[src/rtl/flash_key_pkg.sv]
package flash_key_pkg;

  typedef enum logic [1:0] {
    LK_WAIT_K1 = 2'd0,
    LK_WAIT_K2 = 2'd1,
    LK_OPEN    = 2'd2,
    LK_DEAD    = 2'd3
  } lock_st_t;

  typedef enum logic [1:0] {
    SEL_KEY    = 2'd0,
    SEL_OPTKEY = 2'd1,
    SEL_CTRL   = 2'd2,
    SEL_NONE   = 2'd3
  } reg_sel_t;

  // Next lock state for one key-register write (hit1/hit2: value equals key)
  function automatic lock_st_t lock_step(input lock_st_t cur,
                                         input logic hit1,
                                         input logic hit2);
    lock_st_t nxt;
    nxt = cur;
    unique case (cur)
      LK_WAIT_K1: nxt = hit1 ? LK_WAIT_K2 : LK_DEAD;
      LK_WAIT_K2: nxt = hit2 ? LK_OPEN    : LK_DEAD;
      LK_OPEN:    nxt = LK_OPEN;
      LK_DEAD:    nxt = LK_DEAD;
      default:    nxt = LK_DEAD;
    endcase
    return nxt;
  endfunction

  // Option sequence: 0 = expecting first key, 1 = expecting second key
  function automatic logic opt_step(input logic cur, input logic hit1);
    return cur ? 1'b0 : hit1;
  endfunction

endpackage

[src/rtl/flash_lock_seq.sv]
module flash_lock_seq
  import flash_key_pkg::*;
#(
  parameter int          DATA_W = 32,
  parameter logic [DATA_W-1:0] KEY1 = 32'h4567_0123,
  parameter logic [DATA_W-1:0] KEY2 = 32'hCDEF_89AB
) (
  input  logic              clk,
  input  logic              rst_n,
  input  logic              key_wr,
  input  logic [DATA_W-1:0] key_data,
  input  logic              relock,
  output lock_st_t          state,
  output logic              unlock_evt,
  output logic              dead_evt
);

  lock_st_t st_q, st_d;
  logic     hit1, hit2;

  assign hit1 = (key_data == KEY1);
  assign hit2 = (key_data == KEY2);

  always_comb begin
    st_d = st_q;
    if (key_wr)      st_d = lock_step(st_q, hit1, hit2);
    else if (relock && st_q == LK_OPEN) st_d = LK_WAIT_K1;
  end

  always_ff @(posedge clk) begin
    if (!rst_n) st_q <= LK_WAIT_K1;
    else        st_q <= st_d;
  end

  assign state      = st_q;
  assign unlock_evt = (st_q != LK_OPEN) && (st_d == LK_OPEN);
  assign dead_evt   = (st_q != LK_DEAD) && (st_d == LK_DEAD);

endmodule

[src/rtl/flash_optkey_seq.sv]
module flash_optkey_seq
  import flash_key_pkg::*;
#(
  parameter int          DATA_W = 32,
  parameter logic [DATA_W-1:0] KEY1 = 32'h4567_0123,
  parameter logic [DATA_W-1:0] KEY2 = 32'hCDEF_89AB
) (
  input  logic              clk,
  input  logic              rst_n,
  input  logic              key_wr,
  input  logic [DATA_W-1:0] key_data,
  output logic              open_evt
);

  logic mid_q;
  logic hit1, hit2;

  assign hit1 = (key_data == KEY1);
  assign hit2 = (key_data == KEY2);

  always_ff @(posedge clk) begin
    if (!rst_n)      mid_q <= 1'b0;
    else if (key_wr) mid_q <= opt_step(mid_q, hit1);
  end

  assign open_evt = key_wr && mid_q && hit2;

endmodule

[src/rtl/flash_ctrl_gate.sv]
module flash_ctrl_gate #(
  parameter int FIELD_W = 6
) (
  input  logic               clk,
  input  logic               rst_n,
  input  logic               ctrl_wr,
  input  logic [FIELD_W-1:0] field_in,
  input  logic               relock_bit,
  input  logic               keep_opt_bit,
  input  logic               unlocked,
  input  logic               busy,
  input  logic               opt_open_evt,
  output logic               take,
  output logic               relock,
  output logic [FIELD_W-1:0] field_q,
  output logic               accept_q,
  output logic               opt_en_q
);

  assign take   = ctrl_wr && unlocked && !busy;
  assign relock = take && relock_bit;

  always_ff @(posedge clk) begin
    if (!rst_n) begin
      field_q  <= '0;
      accept_q <= 1'b0;
      opt_en_q <= 1'b0;
    end else begin
      accept_q <= take;
      if (take) field_q <= field_in;
      if (opt_open_evt)               opt_en_q <= 1'b1;
      else if (take && !keep_opt_bit) opt_en_q <= 1'b0;
    end
  end

endmodule

[src/rtl/flash_key_guard.sv]
module flash_key_guard
  import flash_key_pkg::*;
#(
  parameter int          DATA_W    = 32,
  parameter logic [DATA_W-1:0] KEY1 = 32'h4567_0123,
  parameter logic [DATA_W-1:0] KEY2 = 32'hCDEF_89AB,
  parameter int          FIELD_W   = 6,
  parameter int          RELOCK_POS = 7,
  parameter int          OPTKEEP_POS = 9
) (
  input  logic               clk,
  input  logic               rst_n,
  input  logic               wr_en_i,
  input  logic [1:0]         wr_sel_i,
  input  logic [DATA_W-1:0]  wr_data_i,
  input  logic               busy_i,
  output logic               lock_o,
  output logic               hard_lock_o,
  output logic               opt_wr_en_o,
  output logic [FIELD_W-1:0] ctrl_field_o,
  output logic               ctrl_accept_o
);

  // Named internal events, used by the bound checker
  logic     key_wr, optkey_wr, ctrl_wr;
  logic     ctrl_take, relock, unlock_evt, dead_evt, opt_open_evt;
  lock_st_t lock_st;

  assign key_wr    = wr_en_i && (reg_sel_t'(wr_sel_i) == SEL_KEY);
  assign optkey_wr = wr_en_i && (reg_sel_t'(wr_sel_i) == SEL_OPTKEY);
  assign ctrl_wr   = wr_en_i && (reg_sel_t'(wr_sel_i) == SEL_CTRL);

  flash_lock_seq #(.DATA_W(DATA_W), .KEY1(KEY1), .KEY2(KEY2)) u_lock (
    .clk(clk), .rst_n(rst_n), .key_wr(key_wr), .key_data(wr_data_i),
    .relock(relock), .state(lock_st), .unlock_evt(unlock_evt),
    .dead_evt(dead_evt)
  );

  flash_optkey_seq #(.DATA_W(DATA_W), .KEY1(KEY1), .KEY2(KEY2)) u_opt (
    .clk(clk), .rst_n(rst_n), .key_wr(optkey_wr), .key_data(wr_data_i),
    .open_evt(opt_open_evt)
  );

  flash_ctrl_gate #(.FIELD_W(FIELD_W)) u_gate (
    .clk(clk), .rst_n(rst_n), .ctrl_wr(ctrl_wr),
    .field_in(wr_data_i[FIELD_W-1:0]),
    .relock_bit(wr_data_i[RELOCK_POS]),
    .keep_opt_bit(wr_data_i[OPTKEEP_POS]),
    .unlocked(lock_st == LK_OPEN), .busy(busy_i),
    .opt_open_evt(opt_open_evt), .take(ctrl_take), .relock(relock),
    .field_q(ctrl_field_o), .accept_q(ctrl_accept_o), .opt_en_q(opt_wr_en_o)
  );

  assign lock_o      = (lock_st != LK_OPEN);
  assign hard_lock_o = (lock_st == LK_DEAD);

endmodule

[config.mk]
export PLATFORM = sky130hd
export DESIGN_NAME = flash_key_guard
export DESIGN_NICKNAME = d
export VERILOG_FILES = /design/src/rtl/flash_key_pkg.sv /design/src/rtl/flash_lock_seq.sv /design/src/rtl/flash_optkey_seq.sv /design/src/rtl/flash_ctrl_gate.sv /design/src/rtl/flash_key_guard.sv
export SDC_FILE = /design/constraint.sdc
export NUM_CORES = 1
export LEC_CHECK = 0
export ABC_AREA = 1
export BUFFER_PORTS_ARGS = -buffer_cell sky130_fd_sc_hd__buf_2
export CAP_MARGIN = 15
export CORE_ASPECT_RATIO = 1.4
export CORE_MARGIN = 2
export CORE_UTILIZATION = 35
export DETAILED_ROUTE_END_ITERATION = 12
export GPL_TIMING_DRIVEN = 0
export PLACE_DENSITY = 0.74
export SYNTH_ARGS = -nofsm -noshare
export SYNTH_HDL_FRONTEND = slang
export SYNTH_SLANG_ARGS = --single-unit
[constraint.sdc]
create_clock -name clk -period 1 [get_ports clk]
set_input_delay 0.1 -clock clk [delete_from_list [all_inputs] [get_ports clk]]
set_output_delay 0.1 -clock clk [all_outputs]
set_load 0.05 [all_outputs]
==> results.py <==
metrics = {
    "status": {
        "outcome": "finished, violations left",
        "violations": "setup timing",
    },
    "setup_path": {
        "worstPathArrival_ns": 1.23,
        "critPathMaxFanout": 7,
        "rr_worst_depth": 7,
        "cp_num_cells": 7,
        "rr_startpoint": "u_lock.state[0]",
        "max_stage_delay_ns": 0.36,
        "startpoint": "u_lock.state[0]",
        "required_ns": 1.16,
        "crit_family": "flip-flops",
        "start_kind": "flip-flop",
        "path_buf_inv": 3,
        "path_common_cell": "inv_4",
        "worstPathCellList": "inv_4, nand2_8, inv_4, nand4_4, buf_6, o21ai_2, a21oi_1",
        "critPathKind": "flip-flop to flip-flop",
        "critPathCaptureType": "flip-flop",
        "cp_slowest_cell": "dfxtp_4",
    },
    "sta": {
        "finalSetupViolations": 10,
        "hold_viol": 0,
        "drv_slew": 0,
        "tightest_slew_ns": 0.258,
        "fin_hold_ws_ns": 0.117,
        "period_share": 1.07,
        "rsz0062_at_grt": "yes",
        "fmax_mhz": 933,
        "tns_ns": -0.335,
        "fin_crit_ns": 1.07,
        "skew_ns": 0.00122,
        "slew_headroom": 0.829,
        "setup_slack_ns": -0.0714,
    },
    "routing": {
        "drtAntennaViolNets": 0,
        "dr.pass1.iters": 3,
        "post_drt_wl_per_cell_um": 8.56,
        "drt_iter0_markers": 8,
        "routed_via_density": 4.51,
        "drcViolationCount": 0,
        "vias": 847,
        "routed_wl_mm": 1.61,
    },
    "global_route": {
        "antenna_found_initial": 0,
        "grt_pass1_vias": 719,
        "grt_overflow": 0,
        "grt_use_total": 0.147,
        "grt_max_degree": 10,
        "grt_pass1_wl_mm": 2.44,
    },
    "die": {
        "die_h_um": 56.0,
        "core_um2": 1800,
        "initial_utilization": 0.376,
        "core.rowCount": 18,
        "dieArea_um2": 2310,
        "die_x_um": 41.2,
        "ios": 48,
    },
    "clocking": {
        "cts_buffers": 3,
        "clk_pin_slew_worst_paths_ns": 0.07,
        "h-tree-depth": 1,
        "clock_latency_ns": 0.26,
        "ctsHoldBuffers": 0,
        "clock_sinks": 11,
        "clockBufferDepth": 2,
        "cts_tree": "yes",
        "clk_root_buffer_cell": "clkbuf_4",
    },
    "power_and_ir_drop": {
        "p_sw_frac": 0.265,
        "peakVddDrop_uv": 559,
        "combPwrFrac": 0.207,
        "power_leakage_nw": 0.545,
        "power_frac_clock": 0.314,
        "fin_total_pwr_uw": 939,
        "intPower_uw": 689,
        "p_seq_frac": 0.479,
        "p_per_area_nw_per_um2": 907,
        "p_switching_uw": 249,
    },
    "min_path": {
        "hold_path.class": "input pin to flip-flop",
        "holdPathStages": 3,
        "worstHoldStart": "wr_data_i[2]",
    },
    "synth": {
        "syn-instance-count": 114,
        "synthArstFlopShare": 0,
        "synth_flop_cell": "dfxtp_1",
        "synth_area_um2": 677,
        "ys_ff_latch": 11,
        "ys_seq_area_frac": 0.325,
        "yosysWarningCount": 0,
        "yosysUniqueCellTypes": 15,
        "synth_area_per_cell_um2": 5.94,
        "syn_nets": 152,
        "synth_edf_count": 0,
    },
    "finish": {
        "final-seq-area_um2": 228,
        "layoutNonFillerInstCount": 188,
        "layout_commonest_cell": "buf_2",
        "multi_input_area_um2": 369,
        "antenna_cells": 0,
        "fill_cells": 193,
        "final_cell_mix": "44 x buf_2, 26 x nand2_1, 25 x inv_1, 20 x nor2_1",
        "fin_area_um2": 1030,
        "fin_nets": 207,
        "syn_to_final_growth_pct": 52.9,
        "drive_gt1_frac": 0.381,
    },
    "placement": {
        "place_inst": 181,
        "dpl.hpwl_mm": 1.33,
        "placed_cell_area_um2": 958,
        "portBuffers": 47,
        "globalplace.congestion": 0.775,
    },
    "run": {
        "cap_viol_max_count": 0,
    },
}
## final timing paths
kind	slack, ns	to
worst min-delay path	0.12	u_gate.field_q[2]
worst max-delay path	-0.07	u_gate.field_q[4]
worst min register to register	0.44	u_gate.field_q[0]
worst max register to register	-0.07	u_gate.field_q[4]
## worst reg2reg max path, cell delays in order, from the launching register on
cell     delay [ns]
dfxtp_4        0.36
inv_4          0.08
nand2_8        0.05
inv_4          0.05
nand4_4        0.11
buf_6          0.17
o21ai_2        0.11
a21oi_1        0.04
## registers in the layout, indices dropped and copies added, names as in the netlist
register	cells
u_gate.field_q	6
u_gate.opt_en_q	1
u_opt.mid_q	1
u_lock.state	2
u_gate.accept_q	1
## cells in the mapped netlist, types with 2 or more instances
master / instances / area [um2]
a21oi_1: 9 / 45.0
dfxtp_1: 11 / 220
nor2_1: 20 / 75.1
nand2_1: 26 / 97.6
nand3_1: 5 / 25.0
o21ai_1: 4 / 20.0
o21ai_0: 6 / 30.0
inv_2: 2 / 7.51
inv_1: 25 / 93.8
## final cells by class
type / count / share of cell area
buffer: 1 / 0.0109
clock buffer: 4 / 0.0254
inverter: 27 / 0.103
multi-input combinational: 75 / 0.357
sequential: 11 / 0.220
tap: 20 / 0.0242
timing repair buffer: 50 / 0.260
## cell families (layout without fill, tap and decap cells)
kind of cell           Yosys count  count (layout)  share of synthesized area
AO/OA/AOI/OAI                   19              19                      0.140
buffers and inverters           28              82                      0.166
flip-flops                      11              11                      0.325
AND/OR/NAND/NOR                 56              56                      0.368
## metal layers
layer,GRT usage,vias up,wire [um]
met5,0,-,0
met4,0.0783,0,14
met3,0.0240,2,125
met2,0.263,32,887
met1,0.142,364,583
li1,-,449,-
## what timing repair did
| item | 4_1_cts | 5_1_grt |
|---|---|---|
| gates resized for setup | 6 | 4 |
| pin swaps | 5 | 0 |
| setup buffers | 1 | 1 |
| gates cloned | 1 | 0 |
| endpoints found under the setup margin | 10 | 14 |
## metrics by stage
stage,worst slack (ns),util
after CTS,-0.0654,0.564
after global placement,-0.0844,0.532
final,-0.0714,0.574
after floorplan,-0.0770,-
after detailed placement,-0.105,0.532
after global routing,-0.128,0.574
## power groups by stage
stage          clock network, mW  logic [mW]  registers, mW
4_1_cts                    0.305       0.190          0.452
3_3_place_gp                   0       0.175          0.463
2_1_floorplan                  0      0.0772          0.469
5_1_grt                    0.328       0.220          0.450
3_5_place_dp                   0       0.180          0.463
6_report                   0.295       0.194          0.449
(Power assumes the default switching activity.)
